### src/rtl/serclk_pkg.sv
package serclk_pkg;
   localparam int SEL_W = 3;
   // widest prescaler count: 2^(2^SEL_W - 2) cycles
   localparam int PRE_W = (1 << SEL_W) - 2;

   typedef enum logic [SEL_W-1:0] {
      SEL_PARK  = 3'd0,
      SEL_DIV1  = 3'd1,
      SEL_DIV2  = 3'd2,
      SEL_DIV4  = 3'd3,
      SEL_DIV8  = 3'd4,
      SEL_DIV16 = 3'd5,
      SEL_DIV32 = 3'd6,
      SEL_DIV64 = 3'd7
   } sel_code_e;

   // terminal count of the prescaler for a given select code
   function automatic logic [PRE_W-1:0] pre_limit(input logic [SEL_W-1:0] s);
      logic [PRE_W-1:0] r;
      r = '0;
      for (int i = 1; i < (1 << SEL_W); i++) begin
         if (s == SEL_W'(i)) r = PRE_W'((1 << (i - 1)) - 1);
      end
      return r;
   endfunction
endpackage

### src/rtl/serclk_prescaler.sv
module serclk_prescaler
   import serclk_pkg::*;
(
   input  logic             clk,
   input  logic             rst_n,
   input  logic [SEL_W-1:0] sel_i,
   output logic             en_o
);
   logic [PRE_W-1:0] cnt_q;
   logic [PRE_W-1:0] lim;
   logic             off;

   assign lim  = pre_limit(sel_i);
   assign off  = (sel_i == SEL_PARK);
   assign en_o = !off && (cnt_q == lim);

   always_ff @(posedge clk or negedge rst_n) begin
      if (!rst_n)              cnt_q <= '0;
      else if (off || en_o)    cnt_q <= '0;
      else                     cnt_q <= cnt_q + 1'b1;
   end


   pre_in_range_chk: assert property (@(posedge clk) disable iff (!rst_n)
      cnt_q <= pre_limit(sel_i));
endmodule

### src/rtl/serclk_div3.sv
module serclk_div3 #(
   parameter bit HAS_DIV3 = 1'b1
) (
   input  logic clk,
   input  logic rst_n,
   input  logic park_i,
   input  logic div3_i,
   input  logic en_i,
   output logic en_o
);
   if (HAS_DIV3) begin : g_div3
      logic [1:0] cnt_q;

      always_ff @(posedge clk or negedge rst_n) begin
         if (!rst_n)                cnt_q <= '0;
         else if (park_i || !div3_i) cnt_q <= '0;
         else if (en_i)             cnt_q <= (cnt_q == 2'd2) ? 2'd0 : cnt_q + 2'd1;
      end

      assign en_o = en_i && (!div3_i || cnt_q == 2'd2);


      mod3_range_chk: assert property (@(posedge clk) disable iff (!rst_n)
         cnt_q != 2'd3);
   end else begin : g_pass
      assign en_o = en_i;
   end
endmodule

### src/rtl/serclk_phase.sv
module serclk_phase #(
   parameter int TW = 8
) (
   input  logic          clk,
   input  logic          rst_n,
   input  logic          park_i,
   input  logic          en_i,
   input  logic          prog_i,
   input  logic [TW-1:0] tot_i,
   input  logic [TW-1:0] low_i,
   output logic          wrap_o,
   output logic          tick_o,
   output logic          lvl_o
);
   logic [TW-1:0] ph_q;
   logic [TW-1:0] eff_tot;
   logic [TW-1:0] eff_low;
   logic [TW-1:0] ph_nxt;
   logic          at_end;

   // bypass behaves as a two-step period with a one-step low phase
   assign eff_tot = prog_i ? tot_i : TW'(1);
   assign eff_low = prog_i ? low_i : '0;
   assign at_end  = (ph_q == eff_tot);
   assign wrap_o  = en_i && at_end;
   assign ph_nxt  = at_end ? '0 : ph_q + 1'b1;

   always_ff @(posedge clk or negedge rst_n) begin
      if (!rst_n) begin
         ph_q   <= '0;
         lvl_o  <= 1'b0;
         tick_o <= 1'b0;
      end else if (park_i) begin
         ph_q   <= '0;
         lvl_o  <= 1'b0;
         tick_o <= 1'b0;
      end else begin
         tick_o <= en_i && (!prog_i || at_end);
         if (en_i) begin
            ph_q  <= ph_nxt;
            lvl_o <= (ph_nxt > eff_low);
         end
      end
   end


   phase_bound_chk: assert property (@(posedge clk) disable iff (!rst_n)
      ph_q <= eff_tot);


   low_at_start_chk: assert property (@(posedge clk) disable iff (!rst_n)
      (tick_o && ph_q == '0) |-> !lvl_o);
endmodule

### src/rtl/serclk_divider.sv
module serclk_divider
   import serclk_pkg::*;
#(
   parameter int TW       = 8,
   parameter bit HAS_DIV3 = 1'b1
) (
   input  logic          clk,
   input  logic          rst_n,
   input  logic [2:0]    sel_i,
   input  logic          div3_i,
   input  logic          prog_i,
   input  logic [TW-1:0] tot_i,
   input  logic [TW-1:0] low_i,
   output logic          tick_o,
   output logic          lvl_o
);
   if (TW < 2) begin : g_bad_tw
      $error("serclk_divider: TW must be at least 2");
   end
   if (SEL_W != 3) begin : g_bad_sel
      $error("serclk_divider: select width must be 3");
   end

   sel_code_e     act_sel;
   logic          act_div3;
   logic          act_prog;
   logic [TW-1:0] act_tot;
   logic [TW-1:0] act_low;
   logic          park;
   logic          pre_en;
   logic          stage_en;
   logic          wrap;
   logic          load;

   assign park = (act_sel == SEL_PARK);
   assign load = park || wrap;

   // shadow settings, refreshed only at a period boundary or while parked
   always_ff @(posedge clk or negedge rst_n) begin
      if (!rst_n) begin
         act_sel  <= SEL_PARK;
         act_div3 <= 1'b0;
         act_prog <= 1'b0;
         act_tot  <= '0;
         act_low  <= '0;
      end else if (load) begin
         act_sel  <= sel_code_e'(sel_i);
         act_div3 <= div3_i;
         act_prog <= prog_i;
         act_tot  <= tot_i;
         act_low  <= low_i;
      end
   end

   serclk_prescaler u_pre (
      .clk   (clk),
      .rst_n (rst_n),
      .sel_i (act_sel),
      .en_o  (pre_en)
   );

   serclk_div3 #(.HAS_DIV3(HAS_DIV3)) u_div3 (
      .clk    (clk),
      .rst_n  (rst_n),
      .park_i (park),
      .div3_i (act_div3),
      .en_i   (pre_en),
      .en_o   (stage_en)
   );

   serclk_phase #(.TW(TW)) u_phase (
      .clk    (clk),
      .rst_n  (rst_n),
      .park_i (park),
      .en_i   (stage_en),
      .prog_i (act_prog),
      .tot_i  (act_tot),
      .low_i  (act_low),
      .wrap_o (wrap),
      .tick_o (tick_o),
      .lvl_o  (lvl_o)
   );


   cfg_hold_chk: assert property (@(posedge clk) disable iff (!rst_n)
      (!park && !wrap) |=> ($stable(act_sel) && $stable(act_div3) &&
                            $stable(act_prog) && $stable(act_tot) && $stable(act_low)));


   parked_quiet_chk: assert property (@(posedge clk) disable iff (!rst_n)
      (park && $past(park)) |-> (!tick_o && !lvl_o));
endmodule

### config.mk
export PLATFORM = sky130hd
export DESIGN_NAME = serclk_divider
export DESIGN_NICKNAME = d
export VERILOG_FILES = /design/src/rtl/serclk_pkg.sv /design/src/rtl/serclk_prescaler.sv /design/src/rtl/serclk_div3.sv /design/src/rtl/serclk_phase.sv /design/src/rtl/serclk_divider.sv
export SDC_FILE = /design/constraint.sdc
export NUM_CORES = 1
export LEC_CHECK = 0
export BUFFER_PORTS_ARGS = -buffer_cell sky130_fd_sc_hd__buf_2
export CAP_MARGIN = 5
export CORE_ASPECT_RATIO = 0.5
export CORE_MARGIN = 1
export CORE_UTILIZATION = 51
export CTS_CLUSTER_SIZE = 24
export DETAILED_ROUTE_END_ITERATION = 6
export GPL_ROUTABILITY_DRIVEN = 0
export PLACE_DENSITY = 0.73
export SLEW_MARGIN = 15
export SYNTH_ARGS = -nofsm -noshare
export SYNTH_HDL_FRONTEND = slang
export SYNTH_SLANG_ARGS = --single-unit
### constraint.sdc
create_clock -name clk -period 2.9 [get_ports clk]
set_input_delay 0.58 -clock clk [delete_from_list [all_inputs] [get_ports clk]]
set_output_delay 0.58 -clock clk [all_outputs]
set_load 0.01 [all_outputs]
==> results.md, run 1 <==
- Layout Nets: ~290
- Sw Pwr: 0.870 mW
- Reg2Reg Depth: 13
- Via-per-instance ratio: about 5.8
- CTS Hold Bufs: 0
- Slew Limit Fails: 0
- CTS buffer count: 5
- CTS tree: built
- Max Cap Violations: 0
- Synth Net Count: 271
- Number of DRC markers in iteration 0: 79
- Die area: about 5000 sq um
- ANT nets after route: 0
- Setup ws final: about 250 ps
- Vias: around 1800
- Design Area, Final: around 2600 sq um
- Clk pwr share: 0.155
- PortBufs: 24
- Leakage: 1.17 nW
- Pwr per Cell Area: a little under 900 nW/um^2
- Pint: 1.46 mW
- Core footprint: about 4500 sq um
- Maximum clock insertion buffer count: 2
- Die width: roughly 100 microns
- Tmin final: 2650 ps
- Post-synth EDFFs: 0
- Top-Level Pins: 25
- Slew headroom: 0.428
- Arr. time, crit path: approximately 2900 ps
- Max Clock Skew: between 10 and 15 ps
- R2r endpoint: u_phase.lvl_o
- Synth async-reset ratio: 1.00
- Layout Area Growth over Synthesis: 9.15%
- Clock Latency Late Sink: 290 ps
- Worst-margin pin slew: between 800 and 900 ps
- TritonCTS Sinks: 39
- Hold WC Path Type: input pin to async pin
- Period utilization: 0.915
- Slowest CP cell: dfrtp_1
- Initial Util: 0.539
- CP max FO: 14
- Most used DFF post-synth: dfrtp_1
- WL/cell: about 16 microns
- FILL cells: approximately 370
- Worst Path Buf+Inv: 1
- Clock-pin transition on the worst setup and hold timing paths: around 80 ps
- Comb pwr share: 0.421
- Syn_area_per_cell: between 10 and 15 sq um
- Pre-CTS WS: between 150 and 200 ps
- Share of total power in sequential cells: 0.424
- Wirelength, routed: about 5000 microns
- Antenna violations before repair: 0
- Critical path's most frequent cell: a21oi_1
- R2r setup slk: roughly 250 ps
- FMAX: 377 MHz
- Slowest Stage Delay on Critical Path: 480 ps
- Synth Register Bits: 39
- Layout Utilization: 0.588
- Critical Path RT: about 3100 ps
- Peak supply drop: roughly 0.43 mV
- CTS Root Cell: clkbuf_8
- Setup_tns: 0 ps
- Synth Instances: 238
- Total Routing Usage GR: 0.219
- Yosys warnings: 0
- GRT Residual Overflow: 0
- Dpl cell area: 2530 sq um
- Worst-path cell chain: nand4b_1, o22ai_1, a21oi_1, nor4_4, buf_6, nor2_1, ha_1, a21oi_1, o22ai_1, nor2_1, o21ai_0, o211ai_1, a21oi_1
- CP delay by family, top: compound AO/OA/AOI/OAI gates
- Seq/Total Area, Yosys: 0.405
- Share of cells above drive strength 1: 0.243
- Vias in the first global route: ~1800
- Net Sw Frac: 0.374
- DRC viols: 0
- Largest net degree at the start of global routing: 40
- Cell variety after synth: 48
- CP Capture Type: register
- Crit Path Class: register to register
- First-pass GRT wire length: ~8400 microns
- # diodes: 0
- Die height: roughly 50 microns
- Outcome: complete, no violations
- R2R Path Start: u_phase.ph_q[6]
- DRT Pass-1 Iters: 4
- Endpoints failing setup: 0
- Mapped Area: roughly 2400 sq um
- Final hold violations: 0
- # rows: 17
- RSZ-0062 raised after global routing: false
- Max H-tree Level: 2
- CP startpoint kind: register
- DP Wirelength: between 3000 and 4000 microns
registers in the layout, summed over array words and instances, names as in the netlist:
signal and cells:
act_sel 3, act_div3 1, u_pre.cnt_q 6, act_prog 1
u_phase.lvl_o 1, u_phase.tick_o 1, u_div3.g_div3.cnt_q 2, act_low 8
u_phase.ph_q 8, act_tot 8
worst max path at each step:
stage                    start       endpoint  slack, ps  depth (start not counted)
3_5_place_dp   u_phase.ph_q[4]  u_phase.lvl_o        160                         12
6_report       u_phase.ph_q[6]  u_phase.lvl_o        250                         13
4_1_cts        u_phase.ph_q[4]  u_phase.lvl_o        150                         12
5_1_grt        u_phase.ph_q[6]  u_phase.lvl_o         10                         13
3_3_place_gp   u_phase.ph_q[4]  u_phase.lvl_o        300                         12
2_1_floorplan  u_phase.ph_q[4]  u_phase.lvl_o        140                         13
layout by cell type, fill, tap and decap left out, types with 5 or more instances in the layout:
master	instances
a21oi_1	13
buf_2	24
clkbuf_8	5
dfrtp_1	37
ha_1	10
inv_1	5
mux2_4	16
nand2_1	21
nand3_1	10
nor2_1	18
nor3_1	9
o21ai_0	11
xnor2_1	8
xor2_1	6
synthesized netlist by cell type (2+ instances only):
library cell	n	area share
xnor2_1	8	0.029
and2_1	2	0.0052
buf_2	8	0.017
a31o_2	2	0.0073
nand2_1	21	0.033
nand3_1	10	0.021
clkbuf_1	5	0.0078
dfrtp_1	39	0.41
mux2i_1	4	0.017
nor2_1	18	0.028
o21ai_0	11	0.023
or4_1	2	0.0062
nand4b_1	3	0.011
nor3_1	9	0.019
a2bb2oi_1	2	0.0073
or3_1	2	0.0052
a21oi_1	13	0.027
or2_2	2	0.0052
nand2b_1	2	0.0052
a22o_1	3	0.011
nand4_1	2	0.0052
ha_1	10	0.052
o22ai_1	4	0.010
mux2_4	16	0.10
inv_1	5	0.0078
and3_1	4	0.010
xor2_1	6	0.022
a21o_1	2	0.0062
o221ai_1	2	0.0073
buf_6	3	0.014
per-layer routing:
layer	GRT usage	up-vias	wire length [microns]
met5	0	-	0
met4	0.0784	0	128
met3	0.0515	15	169
met2	0.352	41	2200
met1	0.294	898	2480
li1	-	886	-
area by class of cell:
type	count	area [sq um]	share of cell area
clock inverters	1	5.00	0.00190
repair buffers	30	173	0.0657
multi-input cells	177	1310	0.497
inverters	5	18.8	0.00714
flip-flops and latches	39	978	0.372
well taps	57	71.3	0.0271
clock buffers	7	76.3	0.0290
power groups by stage:
stage,Sequential (mW),Clock [mW],Combinational [mW]
2_1_floorplan,0.903,0,0.827
3_3_place_gp,0.981,0,0.909
3_5_place_dp,0.999,0,0.955
4_1_cts,0.989,0.361,0.960
5_1_grt,1.02,0.393,1.08
6_report,0.985,0.360,0.980
logic make-up after synthesis:
kind of cell | count (synthesis) | share of synthesized area
AO/OA/AOI/OAI | 49 | 0.139
XOR/XNOR | 14 | 0.0509
adder cells (fa/ha/maj) | 10 | 0.0520
buffers and inverters | 22 | 0.0525
flip-flops | 39 | 0.405
multiplexers | 21 | 0.121
AND/OR/NAND/NOR | 83 | 0.179
stage by stage:
step / power (mW) / std cells / hold WS, ps
2_1_floorplan: 1.73 / 238 / 284
3_3_place_gp: 1.89 / 307 / 501
3_5_place_dp: 1.95 / 307 / 500
4_1_cts: 2.31 / 315 / 428
5_1_grt: 2.49 / 316 / 469
6_report: 2.33 / 316 / 387
what timing repair did:
| action | CTS | global route |
|---|---|---|
| buffers inserted | 0 | 1 |
| endpoints found under the setup margin | 0 | 1 |
| gates resized for setup | 0 | 4 |
Note: power is estimated with default switching activity, not from simulation.
==> inputs of run 2 (changes only) <==
Settings changed: RECOVER_POWER set to 25.
==> run 2 against run 1 <==
  * The run now ends with max-capacitance violations, max-slew violations left
  * Via count up 0.11%
  * Total power about the same
  * Register-to-register slack about the same
  * Fmax unchanged
  * Sequential share of layout area about the same
  * Sequential power about the same
  * Wire length unchanged
  * Critical path depth unchanged
  * Clock skew about the same
  * Worst hold slack better by 110 ps
  * Critical endpoint unchanged
  * Largest cell class unchanged
==> results.md, run 2 (synthesized netlist as in run 1, its figures left out) <==
- Sw Pwr: 0.870 mW (about the same)
- Pwr per Cell Area: 885 nW/um^2 (about the same)
- DRT Pass-1 Iters: 5 (was 4)
- Commonest non-fill, non-tap cells in the layout: 37 x dfrtp_1, 23 x buf_2, 21 x nand2_1, 18 x nor2_1, 16 x mux2_4 (was 37 x dfrtp_1, 24 x buf_2, 21 x nand2_1, 18 x nor2_1, 16 x mux2_4)
- WL/cell: 15.8 microns (unchanged)
- TritonCTS Sinks: 39 (unchanged)
- Arr. time, crit path: 2880 ps (about the same)
- Max H-tree Level: 2 (unchanged)
- Clk pwr share: 0.155 (about the same)
- Comb pwr share: 0.421 (about the same)
- Setup_tns: 0 ps (unchanged)
- Clock-pin transition on the worst setup and hold timing paths: 70 ps (was 80 ps)
- Layout Nets: 291 (unchanged)
- CP Capture Type: register (unchanged)
- Period utilization: 0.915 (about the same)
- CTS tree: built (unchanged)
- # rows: 17 (unchanged)
- Setup ws final: 246 ps (about the same)
- CP startpoint kind: register (unchanged)
- Peak supply drop: 0.430 mV (about the same)
- RSZ-0062 raised after global routing: false (unchanged)
- Largest net degree at the start of global routing: 40 (unchanged)
- First-pass GRT wire length: 8380 microns (unchanged)
- Tmin final: 2650 ps (about the same)
- Critical Path RT: 3120 ps (about the same)
- Endpoints failing setup: 0 (unchanged)
- R2R Path Start: u_phase.ph_q[6] (unchanged)
- Maximum clock insertion buffer count: 2 (unchanged)
- CTS buffer count: 5 (unchanged)
- Max Cap Violations: 1 (was 0)
- Die width: 99.2 microns (unchanged)
- DRC viols: 0 (unchanged)
- Worst-margin pin slew: 2060 ps (was 858 ps)
- PortBufs: 24 (unchanged)
- CP max FO: 14 (unchanged)
- Vias in the first global route: 1767 (unchanged)
- Number of DRC markers in iteration 0: 79 (unchanged)
- Layout Area Growth over Synthesis: 9.10% (was 9.15%)
- Total Routing Usage GR: 0.219 (unchanged)
- Hold WC Path Type: input pin to register (was input pin to async pin)
- Top-Level Pins: 25 (unchanged)
- Pint: 1.46 mW (about the same)
- FMAX: 377 MHz (unchanged)
- Critical Path Start: u_phase.ph_q[6] (unchanged)
- Most common cell after layout, fill and taps aside: dfrtp_1 (unchanged)
- Slew Limit Fails: 40 (was 0)
- Hold_sp: div3_i
- DP Wirelength: 3630 microns (unchanged)
- Antenna violations before repair: 0 (unchanged)
- CTS Root Cell: clkbuf_8 (unchanged)
- Crit Path Class: register to register (unchanged)
- # diodes: 0 (unchanged)
- Pre-CTS WS: 160 ps (unchanged)
- Die area: 5020 sq um (unchanged)
- Max Clock Skew: 11.1 ps (was 11.2 ps)
- ANT nets after route: 0 (unchanged)
- Share of cells above drive strength 1: 0.239 (was 0.243)
- Die height: 50.6 microns (unchanged)
- Share of total power in sequential cells: 0.424 (about the same)
- Leakage: 1.17 nW (about the same)
- Leading registers by flop count: act_low (8), act_tot (8), u_phase.ph_q (8) (unchanged)
- GRT Residual Overflow: 0 (unchanged)
- Outcome: finished, violations left (was complete, no violations)
- Slew headroom: -0.373 (was 0.428)
- Vias: 1842 (was 1840)
- Net Sw Frac: 0.374 (about the same)
- Clock Latency Late Sink: 290 ps (about the same)
- Core footprint: 4470 sq um (unchanged)
- Final hold violations: 0 (unchanged)
- Failing checks: max-capacitance violations, max-slew violations
- Initial Util: 0.539 (unchanged)
- Wirelength, routed: 4980 microns (unchanged)
- Via-per-instance ratio: 5.83 (was 5.82)
## run 2: worst max-delay path: stages (launching register included)
cell and delay (ps):
dfrtp_1 480, nand4b_1 210, o22ai_1 170, a21oi_1 90, nor4_4 350, buf_6 210, nor2_1 60, ha_1 320
a21oi_1 80, o22ai_1 160, nor2_1 60, o21ai_0 150, o211ai_1 110, a21oi_1 140
## run 2: area by class of cell
cell class,count,area (sq um)
clock inverter,1,5.00
tap,57,71.3
clock buffer,7,76.3
multi-input combinational,177,1310
sequential,39,978
timing repair buffer,30,171
fill,375,1840
inverter,5,18.8
## run 2: per-layer routing
metal	routed length, microns	track usage
met3	172	0.0515
met4	128	0.0784
met5	0	0
met2	2210	0.352
met1	2470	0.294
## run 2: worst paths after layout
check | depth (start not counted) | to | slack, ps
setup reg to reg | 13 | u_phase.lvl_o | 250
hold reg to reg | 1 | act_low[2] | 520
min in group asynchronous | 1 | u_pre.cnt_q[5] | 860
max in group asynchronous | 1 | u_phase.ph_q[5] | 700
hold / removal | 2 | act_div3 | 490
setup / recovery | 13 | u_phase.lvl_o | 250
## run 2: timing repair
action                     in CTS  in global routing
setup endpoints to repair       0                  1
buffers inserted                0                  1
gates resized for setup         0                  4
hold buffers                    0                  0
## run 2: per-stage QoR
| stage | cell area [sq um] | std cells | util | total power [mW] | hold WS [ps] |
|---|---|---|---|---|---|
| after floorplan | 2410 | 238 | - | 1.73 | 284 |
| after global placement | 2530 | 307 | 0.566 | 1.89 | 501 |
| after detailed placement | 2530 | 307 | 0.566 | 1.95 | 500 |
| after CTS | 2610 | 315 | 0.584 | 2.31 | 428 |
| after global routing | 2630 | 316 | 0.588 | 2.49 | 499 |
| final | 2630 | 316 | 0.588 | 2.32 | 494 |
## run 2: power by group through the flow
stage / sequential [mW] / clock, mW / combinational (mW)
CTS: 0.989 / 0.361 / 0.960
detailed placement: 0.999 / 0 / 0.955
floorplan: 0.903 / 0 / 0.827
global placement: 0.981 / 0 / 0.909
finish: 0.985 / 0.360 / 0.980
global route: 1.02 / 0.393 / 1.08
